<file path="src/rtl/ovr_test_pkg.sv">
// Shared types for the overrun test sequencer: result codes and FSM states.
// Assumes: result encoding is visible at the top-level port as 2 bits.
package ovr_test_pkg;

    typedef enum logic [1:0] {
        RES_NONE  = 2'b00,
        RES_PASS  = 2'b01,
        RES_FAIL  = 2'b10,
        RES_STUCK = 2'b11
    } res_e;

    typedef enum logic [3:0] {
        S_IDLE,
        S_FILL_OFFER,
        S_FILL_WAIT,
        S_EXTRA_OFFER,
        S_EXTRA_WATCH,
        S_OUT_WAIT,
        S_BUBBLE_WAIT,
        S_PROBE_OFFER,
        S_PROBE_WATCH
    } state_e;

endpackage

</file>
<file path="src/rtl/ovr_sync.sv">
// Level synchroniser for one asynchronous handshake wire.
// Assumes: STAGES >= 1; the input is a level that changes rarely
// relative to the clock, as transition signalling guarantees.
module ovr_sync #(
    parameter int STAGES = 2
) (
    input  logic clk,
    input  logic rst_n,
    input  logic d,
    output logic q
);
    logic [STAGES-1:0] chain;

    generate
        if (STAGES == 1) begin : g_one
            // Single capture flop.
            always_ff @(posedge clk) begin
                if (!rst_n) chain <= '0;
                else        chain <= d;
            end
        end else begin : g_many
            // Shift the input level through the flop chain.
            always_ff @(posedge clk) begin
                if (!rst_n) chain <= '0;
                else        chain <= {chain[STAGES-2:0], d};
            end
        end
    endgenerate

    assign q = chain[STAGES-1];
endmodule

</file>
<file path="src/rtl/ovr_timer.sv">
// Saturating wait timer: counts while run is high, restarts on clear,
// and flags expiry once LIMIT cycles have been counted.
// Assumes: LIMIT >= 1.
module ovr_timer #(
    parameter int LIMIT = 32
) (
    input  logic clk,
    input  logic rst_n,
    input  logic clear,
    input  logic run,
    output logic expired
);
    localparam int W = $clog2(LIMIT + 1);
    localparam logic [W-1:0] LIM = W'(LIMIT);

    logic [W-1:0] cnt;

    // Count up to the limit, restart on clear.
    always_ff @(posedge clk) begin
        if (!rst_n)                 cnt <= '0;
        else if (clear)             cnt <= '0;
        else if (run && cnt != LIM) cnt <= cnt + 1'b1;
    end

    assign expired = (cnt == LIM);
endmodule

</file>
<file path="src/rtl/ovr_test_seq.sv">
// Control-overrun test sequencer for a linear two-phase pipeline.
// The sequence is: fill N_STAGES items, offer one extra item, release one
// bubble at the output, wait for the extra item to be taken, then probe
// once more. A probe that is acknowledged means lost transitions (fail).
// Assumes: the pipeline starts empty with all handshake levels at 0 after
// reset, and in_ack/out_req are asynchronous levels.
module ovr_test_seq
    import ovr_test_pkg::*;
#(
    parameter int N_STAGES    = 4,
    parameter int TIMEOUT     = 32,
    parameter int SYNC_STAGES = 2
) (
    input  logic       clk,
    input  logic       rst_n,
    input  logic       start,
    output logic       in_req,
    input  logic       in_ack,
    input  logic       out_req,
    output logic       out_ack,
    output logic       done,
    output logic [1:0] result
);
    localparam int CNT_W = $clog2(N_STAGES + 1);
    localparam logic [CNT_W-1:0] LAST_FILL = CNT_W'(N_STAGES - 1);

    state_e           state_q, state_d;
    logic [CNT_W-1:0] fill_cnt;
    logic             in_req_q, out_ack_q, done_q;
    res_e             result_q, res_d;
    logic             flip_req, flip_ack, finish;
    logic             in_ack_s, out_req_s;
    logic             ack_ok, item_out, expired, busy;

    ovr_sync #(.STAGES(SYNC_STAGES)) u_sync_ack (
        .clk(clk), .rst_n(rst_n), .d(in_ack), .q(in_ack_s)
    );
    ovr_sync #(.STAGES(SYNC_STAGES)) u_sync_req (
        .clk(clk), .rst_n(rst_n), .d(out_req), .q(out_req_s)
    );

    ovr_timer #(.LIMIT(TIMEOUT)) u_timer (
        .clk(clk), .rst_n(rst_n),
        .clear(state_d != state_q || state_q == S_IDLE),
        .run(busy),
        .expired(expired)
    );

    // Handshake status from the synchronised levels.
    always_comb begin
        ack_ok   = (in_ack_s == in_req_q);
        item_out = (out_req_s != out_ack_q);
        busy     = (state_q != S_IDLE);
    end

    // Next state, handshake toggles and verdict.
    always_comb begin
        state_d  = state_q;
        flip_req = 1'b0;
        flip_ack = 1'b0;
        finish   = 1'b0;
        res_d    = RES_NONE;
        case (state_q)
            S_IDLE: begin
                if (start) state_d = S_FILL_OFFER;
            end
            S_FILL_OFFER: begin
                flip_req = 1'b1;
                state_d  = S_FILL_WAIT;
            end
            S_FILL_WAIT: begin
                if (ack_ok) begin
                    state_d = (fill_cnt == LAST_FILL) ? S_EXTRA_OFFER : S_FILL_OFFER;
                end else if (expired) begin
                    finish  = 1'b1;
                    res_d   = RES_STUCK;
                    state_d = S_IDLE;
                end
            end
            S_EXTRA_OFFER: begin
                flip_req = 1'b1;
                state_d  = S_EXTRA_WATCH;
            end
            S_EXTRA_WATCH: begin
                if (ack_ok) begin
                    finish  = 1'b1;
                    res_d   = RES_FAIL;
                    state_d = S_IDLE;
                end else if (expired) begin
                    state_d = S_OUT_WAIT;
                end
            end
            S_OUT_WAIT: begin
                if (item_out) begin
                    flip_ack = 1'b1;
                    state_d  = S_BUBBLE_WAIT;
                end else if (expired) begin
                    finish  = 1'b1;
                    res_d   = RES_STUCK;
                    state_d = S_IDLE;
                end
            end
            S_BUBBLE_WAIT: begin
                if (ack_ok) begin
                    state_d = S_PROBE_OFFER;
                end else if (expired) begin
                    finish  = 1'b1;
                    res_d   = RES_STUCK;
                    state_d = S_IDLE;
                end
            end
            S_PROBE_OFFER: begin
                flip_req = 1'b1;
                state_d  = S_PROBE_WATCH;
            end
            S_PROBE_WATCH: begin
                if (ack_ok) begin
                    finish  = 1'b1;
                    res_d   = RES_FAIL;
                    state_d = S_IDLE;
                end else if (expired) begin
                    finish  = 1'b1;
                    res_d   = RES_PASS;
                    state_d = S_IDLE;
                end
            end
            default: state_d = S_IDLE;
        endcase
    end

    // State, handshake levels, fill count and result registers.
    always_ff @(posedge clk) begin
        if (!rst_n) begin
            state_q   <= S_IDLE;
            fill_cnt  <= '0;
            in_req_q  <= 1'b0;
            out_ack_q <= 1'b0;
            done_q    <= 1'b0;
            result_q  <= RES_NONE;
        end else begin
            state_q <= state_d;
            done_q  <= finish;
            if (flip_req) in_req_q  <= ~in_req_q;
            if (flip_ack) out_ack_q <= ~out_ack_q;
            if (state_q == S_IDLE)
                fill_cnt <= '0;
            else if (state_q == S_FILL_WAIT && ack_ok)
                fill_cnt <= fill_cnt + 1'b1;
            if (finish)
                result_q <= res_d;
            else if (state_q == S_IDLE && start)
                result_q <= RES_NONE;
        end
    end

    assign in_req  = in_req_q;
    assign out_ack = out_ack_q;
    assign done    = done_q;
    assign result  = result_q;
endmodule


</file>
<file path="config.mk">
export PLATFORM = sky130hd
export DESIGN_NAME = ovr_test_seq
export DESIGN_NICKNAME = d
export VERILOG_FILES = /design/src/rtl/ovr_test_pkg.sv /design/src/rtl/ovr_sync.sv /design/src/rtl/ovr_timer.sv /design/src/rtl/ovr_test_seq.sv
export SDC_FILE = /design/constraint.sdc
export NUM_CORES = 1
export LEC_CHECK = 0
export ABC_CLOCK_PERIOD_IN_PS = 2110
export BUFFER_PORTS_ARGS = -buffer_cell sky130_fd_sc_hd__buf_4
export CORE_MARGIN = 1.5
export CORE_UTILIZATION = 58
export DETAILED_ROUTE_END_ITERATION = 12
export PLACE_DENSITY = 0.78
export SLEW_MARGIN = 20
export SYNTH_ARGS = -nofsm -noshare
export SYNTH_HDL_FRONTEND = slang
export SYNTH_SLANG_ARGS = --single-unit
</file>
<file path="constraint.sdc">
create_clock -name clk -period 2.11 [get_ports clk]
set_input_delay 0.1055 -clock clk [delete_from_list [all_inputs] [get_ports clk]]
set_output_delay 0.1055 -clock clk [all_outputs]
set_load 0.005 [all_outputs]
</file>
After elaboration in Yosys (flattened, before gate mapping)
Index checks and enable logic that the tools add are counted.
{"block": "word_totals", "register_bits": 22, "latchBits": 0, "ram_bits": 0, "rom_bits": 0, "inputBits": 5, "out_inout_bits": 5, "elab_cells": 67, "memories": 0}
{"block": "classes", "n_addsub": 2, "n_mul": 0, "n_div": 0, "magnitude_cmp": 0, "n_eq_ne": 14, "n_shift": 0, "n_mux": 28, "bitwise_logic": 3, "reduce_logical": 11}
{"cell": "4-bit case mux with 9 select lines", "n": 1}
{"cell": "4-bit two-way mux", "n": 8}
{"cell": "4-bit by 3-bit equality test with 1-bit output, second input constant", "n": 4}
{"cell": "2-bit two-way mux", "n": 8}
{"cell": "1-bit two-way mux", "n": 9}
{"cell": "4-bit by 2-bit equality test with 1-bit output, second input constant", "n": 2}
{"cell": "2-bit case mux with 4 select lines", "n": 1}
{"cell": "6-bit by 1-bit adder with 6-bit output, second input constant", "n": 1}
{"cell": "6-bit equality test, second input constant", "n": 1}
{"cell": "6-bit inequality test, second input constant", "n": 1}
{"cell": "2-bit OR reduction", "n": 3}
{"cell": "4-bit by 1-bit equality test with 1-bit output, second input constant", "n": 1}
{"cell": "4-bit equality test, second input constant", "n": 1}
{"cell": "4-bit zero test", "n": 1}
{"cell": "4-bit inequality test", "n": 1}
{"cell": "1-bit case mux with 4 select lines", "n": 1}
{"cell": "4-bit nonzero test", "n": 1}
{"cell": "3-bit by 1-bit adder with 3-bit output, second input constant", "n": 1}
{"cell": "3-bit by 2-bit equality test with 1-bit output, second input constant", "n": 1}
{"cell": "1-bit logical AND", "n": 3}
{"cell": "1-bit NOT", "n": 3}
{"cell": "3-bit OR reduction", "n": 1}
{"cell": "2-bit nonzero test", "n": 1}
{"cell": "1-bit equality test", "n": 1}
{"cell": "2 further kinds", "n": 2}

Depth between registers and ports, before layout
Gate-level depths: netlist of run 1.
{"block": "logic_depth", "depth_word": 7, "depth_mapped": 7, "mapped_depth_nobuf": 7}

Hierarchy
Synthesis of run 1 repeated with hierarchy kept, for this count alone.
{"block": "hier_totals", "cells_unflattened": 142, "area_unflattened_um2": 1196.1}
{"module": "ovr_test_seq", "n_inst": 1, "cells_per_inst": 97, "area_per_inst_um2": 774.5, "seq_area_each_um2": 240.2}
{"module": "ovr_timer", "n_inst": 1, "cells_per_inst": 37, "area_per_inst_um2": 316.6, "seq_area_each_um2": 120.1}
{"module": "ovr_sync", "n_inst": 2, "cells_per_inst": 4, "area_per_inst_um2": 52.6, "seq_area_each_um2": 40.0}

Least setup slack after synthesis of run 1
Ideal clock, no wire load.
{"block": "synth_timing", "path_type": "flip-flop to flip-flop", "start": "reg u_timer.cnt[2]", "end": "reg state_q[2]", "setup_ns": 0.117, "arrival_time_ns": 1.588, "required_ns": 1.993, "setup_slack_ns": 0.405, "stages_incl_launch_ff": 7, "n_path_buf": 1, "synth_period_minus_slack_ns": 1.705, "path_cell_list": "dfxtp_1 -> or3b_1 -> buf_2 -> or2_4 -> o311ai_1 -> o21ai_1 -> and4b_1"}
{"block": "synth_between", "elab_chain_len": 4, "elab_cells_between_ends": 9, "cone_classes": "1 x eq/ne; 8 x mux"}
{"element": "from (decl)", "line": "ovr_timer.sv:16", "text": "logic [W-1:0] cnt;"}
{"element": "from (signal assigned)", "line": "ovr_timer.sv:22", "text": "else if (run && cnt != LIM) cnt <= cnt + 1'b1;"}
{"element": "6-bit equality test *", "line": "ovr_timer.sv:25", "text": "assign expired = (cnt == LIM);"}
{"element": "4-bit two-way mux (on tied branches) (2 in series)"}
{"element": "4-bit case mux with 9 select lines *", "line": "ovr_test_seq.sv:63", "text": "case (state_q)"}
{"element": "to (signal assigned)", "line": "ovr_test_seq.sv:141", "text": "state_q <= state_d;"}
{"element": "to (decl)", "line": "ovr_test_seq.sv:27", "text": "state_e state_q, state_d;"}
Every way passes the cells marked *; elsewhere a longest branch is shown, timed or not.
A chain may end at the register's enable or synchronous reset.

Final worst setup path of run 1
{"block": "layout_timing", "start": "reg state_q[3]", "end": "reg u_timer.cnt[2]"}
{"block": "layout_between", "elab_chain_len": 6, "elab_cells_between_ends": 23, "cone_classes": "9 x eq/ne; 9 x mux; 5 x reduce/logical"}
{"element": "4-bit two-way mux (on tied branches) (2 in series)"}
{"element": "4-bit case mux with 9 select lines", "line": "ovr_test_seq.sv:63"}
{"element": "4-bit inequality test", "line": "ovr_test_seq.sv:44", "text": ".clear(state_d != state_q || state_q == S_IDLE),"}
{"element": "1-bit logical OR", "line": "ovr_test_seq.sv:44"}
{"element": "2-bit OR reduction (no source line)"}
Several ways; a longest one is shown, not always the timed one.

==> results of run 1 <==
==> cell type report <==
type,instances,area [sq um]
Multi-Input combinational cell,111,758.2
Fill cell,163,581.8
Inverter,5,18.77
Timing Repair Buffer,17,132.6
Sequential cell,22,440.4
Clock buffer,4,36.28
Tap cell,27,33.78
==> power by group through the flow <==
stage	Sequential (mW)	Clock [mW]	Combinational, mW
detailed placement	0.451	0	0.141
global placement	0.451	0	0.143
CTS	0.442	0.237	0.144
global route	0.444	0.256	0.162
floorplan	0.444	0	0.0983
finish	0.442	0.234	0.146
==> synth_stat cells, drive strengths merged, types with 2 or more instances <==
master	number
mux2i	2
nor2b	3
nand2	8
nand4	5
nor3	3
nand3	4
nor4b	2
o31ai	2
and3	2
nor3b	2
clkbuf	5
dfxtp	22
o21ai	5
nand2b	5
xor2	6
ha	4
xnor2	4
o211ai	2
a21oi	9
nor2	17
buf	2
and2	6
inv	5
==> sequential cells by signal, indices dropped and copies added, names as in the netlist <==
name	flops
done	1
in_req	1
u_sync_req.chain	2
u_timer.cnt	6
fill_cnt	3
u_sync_ack.chain	2
state_q	4
result	2
out_ack	1
==> worst max-delay path: stages, from the launching register on <==
cell and delay [ns]:
dfxtp_1 0.61, nor3b_1 0.09, buf_4 0.17, a221o_1 0.32
a32oi_1 0.19, o2111ai_2 0.27, nor2_1 0.18
==> cells by family after synthesis <==
group,synth area share [%]
XOR/XNOR,7.630
multiplexers,1.606
AO/OA/AOI/OAI,17.67
buffers and inverters,3.816
AND/OR/NAND/NOR,29.92
adder cells (fa/ha/maj),4.016
flip-flops,35.34
==> repair_timing <==
action	4_1_cts	5_1_grt
buffers inserted	0	0
endpoints found under the hold margin	2	0
hold buffers	2	0
==> metrics by stage <==
| stage | cell area (sq um) | hold WS (ns) | cells | setup WS [ns] | util (%) |
|---|---|---|---|---|---|
| CTS | 1420 | 0.1076 | 186 | 0.2491 | 70.94 |
| finish | 1420 | 0.1075 | 186 | 0.2207 | 70.94 |
| floorplan | 1246 | 0.2328 | 145 | 0.4048 | - |
| global placement | 1364 | 0.3164 | 180 | 0.2782 | 68.13 |
| detailed placement | 1364 | 0.3178 | 180 | 0.3006 | 68.13 |
| global route | 1420 | 0.09342 | 186 | 0.06223 | 70.94 |
==> worst max path at each step <==
stage               cells after the start           start        endpoint  slack, ns
finish                                  6      state_q[3]  u_timer.cnt[2]       0.22
global route                            6      state_q[3]  u_timer.cnt[5]       0.06
CTS                                     6      state_q[3]  u_timer.cnt[2]       0.25
detailed placement                      6      state_q[3]  u_timer.cnt[3]       0.30
global placement                        5  u_timer.cnt[2]      state_q[2]       0.28
floorplan                               6  u_timer.cnt[2]      state_q[2]       0.40
==> layout by cell type, fill, tap and decap left out, types with 4 or more instances in the layout <==
cell type / instances
nand3_1: 4
dfxtp_1: 22
and2_1: 6
xor2_1: 5
buf_4: 15
nand2b_1: 5
o21ai_0: 4
nand4_1: 5
nand2_1: 8
ha_1: 4
inv_1: 5
a21oi_1: 8
xnor2_1: 4
nor2_1: 16
==> routing by layer <==
layer	GRT usage, %	part of all wire, %	up-vias
met5	0	0	-
met4	8.571	0.97	0
met3	7.669	9.1	5
met2	36.94	43	59
met1	36.03	47	506
li1	-	-	549
==> flow_metrics.tcl, run 1 <==
set metrics [dict create \
    clk_latency_ns 0.31 \
    r2r-start "state_q[3]" \
    status "finished, final reports clean" \
    setup-tns-final_ns 0 \
    initial_utilization_pct 62.25 \
    n_antenna_cell 0 \
    crit_path_end_kind "register" \
    synth_ff_type "dfxtp_1" \
    h-tree-depth 1 \
    post-route-period-util_pct 89.54 \
    synthArstFlopShare_pct 0 \
    yosys-top-cells-area "dfxtp_1 (35%), nor2_1 (4.8%), ha_1 (4.0%)" \
    holdPathStages 2 \
    whs_endpoint "state_q[1]" \
    vias 1119 \
    clock_sinks 22 \
    cp_max_fo 13 \
    drt_pass1_iterations 4 \
    ant_nets 0 \
    p_sw_share_pct 27.58 \
    nets 169 \
    r2r_slack_ns 0.22 \
    ys_types 48 \
    hold_viol_final 0 \
    r2r_cells 6 \
    cp.arrival_ns 2.13 \
    grt_pass1_vias 1051 \
    fmax_mhz 529.3 \
    rows 16 \
    power_density_mw_per_mm2 579.3 \
    drive_gt1_share_pct 17.61 \
    cts.reportedPaths.clkPinSlew_ns 0.12 \
    avgSynthCellArea_sq_um 8.594 \
    synth_nets 154 \
    max_slew_margin_pct 60.71 \
    antenna_found_initial 0 \
    die_w_um 49.36 \
    yosysTopAreaCell "dfxtp_1" \
    ys_ff_latch 22 \
    worstReg2RegEnd "u_timer.cnt[2]" \
    drt_iter0_drc 37 \
    root_buffer "clkbuf_4" \
    combPwrFrac_pct 17.8 \
    yosysSeqAreaShare_pct 35.34 \
    grt_max_degree 14 \
    grt_pass1_wl_um 4823 \
    setup_viol 0 \
    intPower_mw 0.5957 \
    port_buffers 9 \
    p_sw_mw 0.2269 \
    ir_drop_mv 0.5735 \
    hpwl_um 1974 \
    worstHoldStart "rst_n" \
    fp.dieArea_sq_mm 0.002436 \
    max-cap-violations 0 \
    crit_required_ns 2.35 \
    synth_edf_count 0 \
    max-clock-path-buffers 2 \
    wl_per_cell_um 14.89 \
    period_minus_slack_ns 1.889 \
    yosys_warnings 0 \
    die_h_um 49.36 \
    synth_top_area_share_pct 35.34 \
    vias_per_cell 6.016 \
    numCtsBuffers 3 \
    grt_overflow 0 \
    post-route-drc-count 0 \
    crit_type "reg -> reg" \
    min_path_type "in -> reg" \
    slew_viol_final 0 \
    top_level_ports 10 \
    rsz0062_at_grt "false" \
    core_area_sq_mm 0.002002 \
    wirelength_um 2770 \
    p_leak_nw 0.5410 \
    synthToLayoutAreaGrowth_pct 13.96 \
    worst_pin_slew_ns 0.5839 \
    p_seq_share_pct 53.8 \
    power_mw 0.8226 \
    gp_congestion 0.9982 \
    grt_usage_pct 25.57 \
    clockPowerShare_pct 28.4 \
    cp-start-kind "register" \
    syn_inst 145 \
    cts_resized 0 \
    cts_tree "built" \
    synth_area_sq_mm 0.001246 \
    clock_skew_ns 0.007724 \
]
No activity file was read; power rests on OpenSTA's default activity.
==> run 2, diff against run 1 <==
--- a/config.mk
+++ b/config.mk
@@ -5,12 +5,14 @@
 export SDC_FILE = /design/constraint.sdc
 export NUM_CORES = 1
 export LEC_CHECK = 0
+export ABC_AREA = 1
 export ABC_CLOCK_PERIOD_IN_PS = 2110
 export BUFFER_PORTS_ARGS = -buffer_cell sky130_fd_sc_hd__buf_4
 export CORE_MARGIN = 1.5
 export CORE_UTILIZATION = 58
 export DETAILED_ROUTE_END_ITERATION = 12
 export PLACE_DENSITY = 0.78
+export SKIP_LAST_GASP = 1
 export SLEW_MARGIN = 20
 export SYNTH_ARGS = -nofsm -noshare
 export SYNTH_HDL_FRONTEND = slang
==> flow_metrics.tcl, run 2 <==
set metrics [dict create \
    post-route-period-util_pct 79.55 \
    dp_slack_ns 0.4760 \
    core_area_sq_mm 0.001982 \
    dp_cells 212 \
    ys_types 25 \
    r2r-start "u_timer.cnt[0]" \
    drt_pass1_iterations 4 \
    fmax_mhz 595.8 \
    ant_nets 0 \
    worst_pin_slew_ns 0.3067 \
    period_minus_slack_ns 1.678 \
    clock_skew_ns 0.005132 \
    fp.dieArea_sq_mm 0.002427 \
    post-route-drc-count 0 \
    power_density_mw_per_mm2 582.4 \
    cp-start-kind "register" \
    wl_per_cell_um 10.90 \
    synthToLayoutAreaGrowth_pct 12.30 \
    final_cell_mix "nand2_1 (37), inv_1 (29), dfxtp_1 (22), nor2_1 (17), nand3_1 (11)" \
    avgSynthCellArea_sq_um 7.012 \
    root_buffer "clkbuf_4" \
    r2r_cells 9 \
    syn_inst 177 \
    antenna_found_initial 0 \
    grt_usage_pct 21.76 \
    drt_iter0_drc 32 \
    timing.critical_path.from "u_timer.cnt[0]" \
    ys_ff_latch 22 \
    p_leak_nw 0.6714 \
    h-tree-depth 1 \
    numCtsBuffers 3 \
    crit_type "reg -> reg" \
    clk_latency_ns 0.31 \
    cts.reportedPaths.clkPinSlew_ns 0.13 \
    crit_required_ns 2.35 \
    status "finished, final reports clean" \
    crit_path_max_incr_delay_ns 0.43 \
    synth_area_sq_mm 0.001241 \
    reg_top3 "u_timer.cnt (6), state_q (4), fill_cnt (3)" \
    vias_per_cell 5.106 \
    grt_pass1_vias 1008 \
    path_buf_inv 1 \
    synthArstFlopShare_pct 0 \
    grt_overflow 0 \
    max-clock-path-buffers 2 \
    die_w_um 49.26 \
    yosysMostFrequentCell "nand2_1" \
    cp_top_family "simple AND/OR/NAND/NOR gates" \
    hold_viol_final 0 \
    yosysSeqAreaShare_pct 35.48 \
    cp.arrival_ns 1.91 \
    hpwl_um 1823 \
    synth_edf_count 0 \
    largest_reg_flops 6 \
    gp_congestion 0.9849 \
    nets 201 \
    n_antenna_cell 0 \
    multi_input_area_sq_um 668.1 \
    synth_ff_type "dfxtp_1" \
    min_path_type "in -> reg" \
    layout_setup_ws_ns 0.4315 \
    max_slew_margin_pct 79.44 \
    port_buffers 9 \
    grt_max_degree 13 \
    cp_max_fo 6 \
    cts_resized 0 \
    yosys_warnings 0 \
    die_h_um 49.26 \
    slowest_stage "dfxtp_1" \
    r2r_slack_ns 0.43 \
    synth_nets 186 \
    slew_viol_final 0 \
    yosysTopAreaCell "dfxtp_1" \
    cts_tree "built" \
    cp_num_cells 9 \
    regArea_sq_um 440.4 \
    drive_gt1_share_pct 17.28 \
    cp-endpoint "u_timer.cnt[2]" \
    grt_pass1_wl_um 4084 \
    worstPathCellList "inv_1, ha_1, nand3_1, nand2_1, nand2_1, nand3_1, o21ai_0, nand3_2, nor3_1" \
    layout_commonest_cell "nand2_1" \
    clock_sinks 22 \
    rsz0062_at_grt "false" \
    top_level_ports 10 \
    worstReg2RegEnd "u_timer.cnt[2]" \
    setup_viol 0 \
    rows 16 \
    max-cap-violations 0 \
    initial_utilization_pct 62.63 \
    synth_top_area_share_pct 35.48 \
    ir_drop_mv 0.3504 \
    wirelength_um 2376 \
    yosys-top-cells-area "dfxtp_1 (35%), nand2_1 (11%), inv_1 (8.8%)" \
    crit_path_end_kind "register" \
    vias 1113 \
    fillers 185 \
    final_cells 218 \
    synth_common_cells "nand2_1 (37), inv_1 (29), dfxtp_1 (22), nor2_1 (17), nand3_1 (11)" \
    largest_register "u_timer.cnt" \
    setup-tns-final_ns 0 \
]
[run 2: logic make-up (layout without fill, tap and decap cells)]
logic type / Yosys count / in the layout / share of synthesized area (%)
fa+ha+maj: 4 / 4 / 4.032
flops: 22 / 22 / 35.48
xor+xnor: 6 / 6 / 4.234
simple gates: 89 / 89 / 36.09
buf+inv: 35 / 49 / 10.68
compound gates: 21 / 21 / 9.476
[run 2: worst min-delay path by stage]
stage                       start  slack, ns  depth (start not counted)             endpoint
after floorplan            in_ack       0.20                          2  u_sync_ack.chain[0]
final                       rst_n       0.04                          3  u_sync_req.chain[1]
after detailed placement  out_req       0.30                          3  u_sync_req.chain[0]
after global routing        rst_n       0.05                          3  u_sync_req.chain[1]
after CTS                   rst_n       0.04                          3  u_sync_req.chain[1]
after global placement    out_req       0.29                          3  u_sync_req.chain[0]
[run 2: worst reg2reg max path, stage by stage, from the launching register on]
cell	delay [ns]
dfxtp_1	0.43
inv_1	0.07
ha_1	0.21
nand3_1	0.18
nand2_1	0.08
nand2_1	0.08
nand3_1	0.09
o21ai_0	0.11
nand3_2	0.18
nor3_1	0.18
[run 2: routing by layer]
layer	part of all wire, %	track usage (%)
met1	46	27.78
met2	47	35.59
met3	5.6	3.681
met4	0.80	10.00
met5	0	0
[run 2: through the flow]
step,util [%],instance area [sq um],hold WS (ns),total power [mW]
4_1_cts,70.33,1394,0.03761,0.8139
3_3_place_gp,67.49,1338,0.2876,0.5715
5_1_grt,70.33,1394,0.05422,0.8404
6_report,70.33,1394,0.03896,0.8118
2_1_floorplan,-,1241,0.2031,0.5425
3_5_place_dp,67.49,1338,0.2983,0.5759
[run 2: report_power, final]
| group | switching [mW] | internal, mW | leakage, nW | total (mW) |
|---|---|---|---|---|
| Combinational | 0.0885 | 0.0451 | 0.472 | 0.134 |
| Sequential | 0.0113 | 0.426 | 0.179 | 0.438 |
| Clock | 0.135 | 0.105 | 0.0210 | 0.240 |
| Total | 0.235 | 0.577 | 0.671 | 0.812 |
[run 2: area by class of cell]
class / count / area share, %
Tap cell: 27 / 2.424
Sequential cell: 22 / 31.60
Timing Repair Buffer: 11 / 6.284
Clock buffer: 4 / 2.603
Inverter: 34 / 9.156
Multi-Input combinational cell: 120 / 47.94
[run 2: timing repair]
| action | in CTS | in global routing |
|---|---|---|
| hold buffers | 2 | 0 |
| setup endpoints to repair | 0 | 0 |
| buffers inserted | 0 | 0 |
| endpoints found under the hold margin | 2 | 0 |
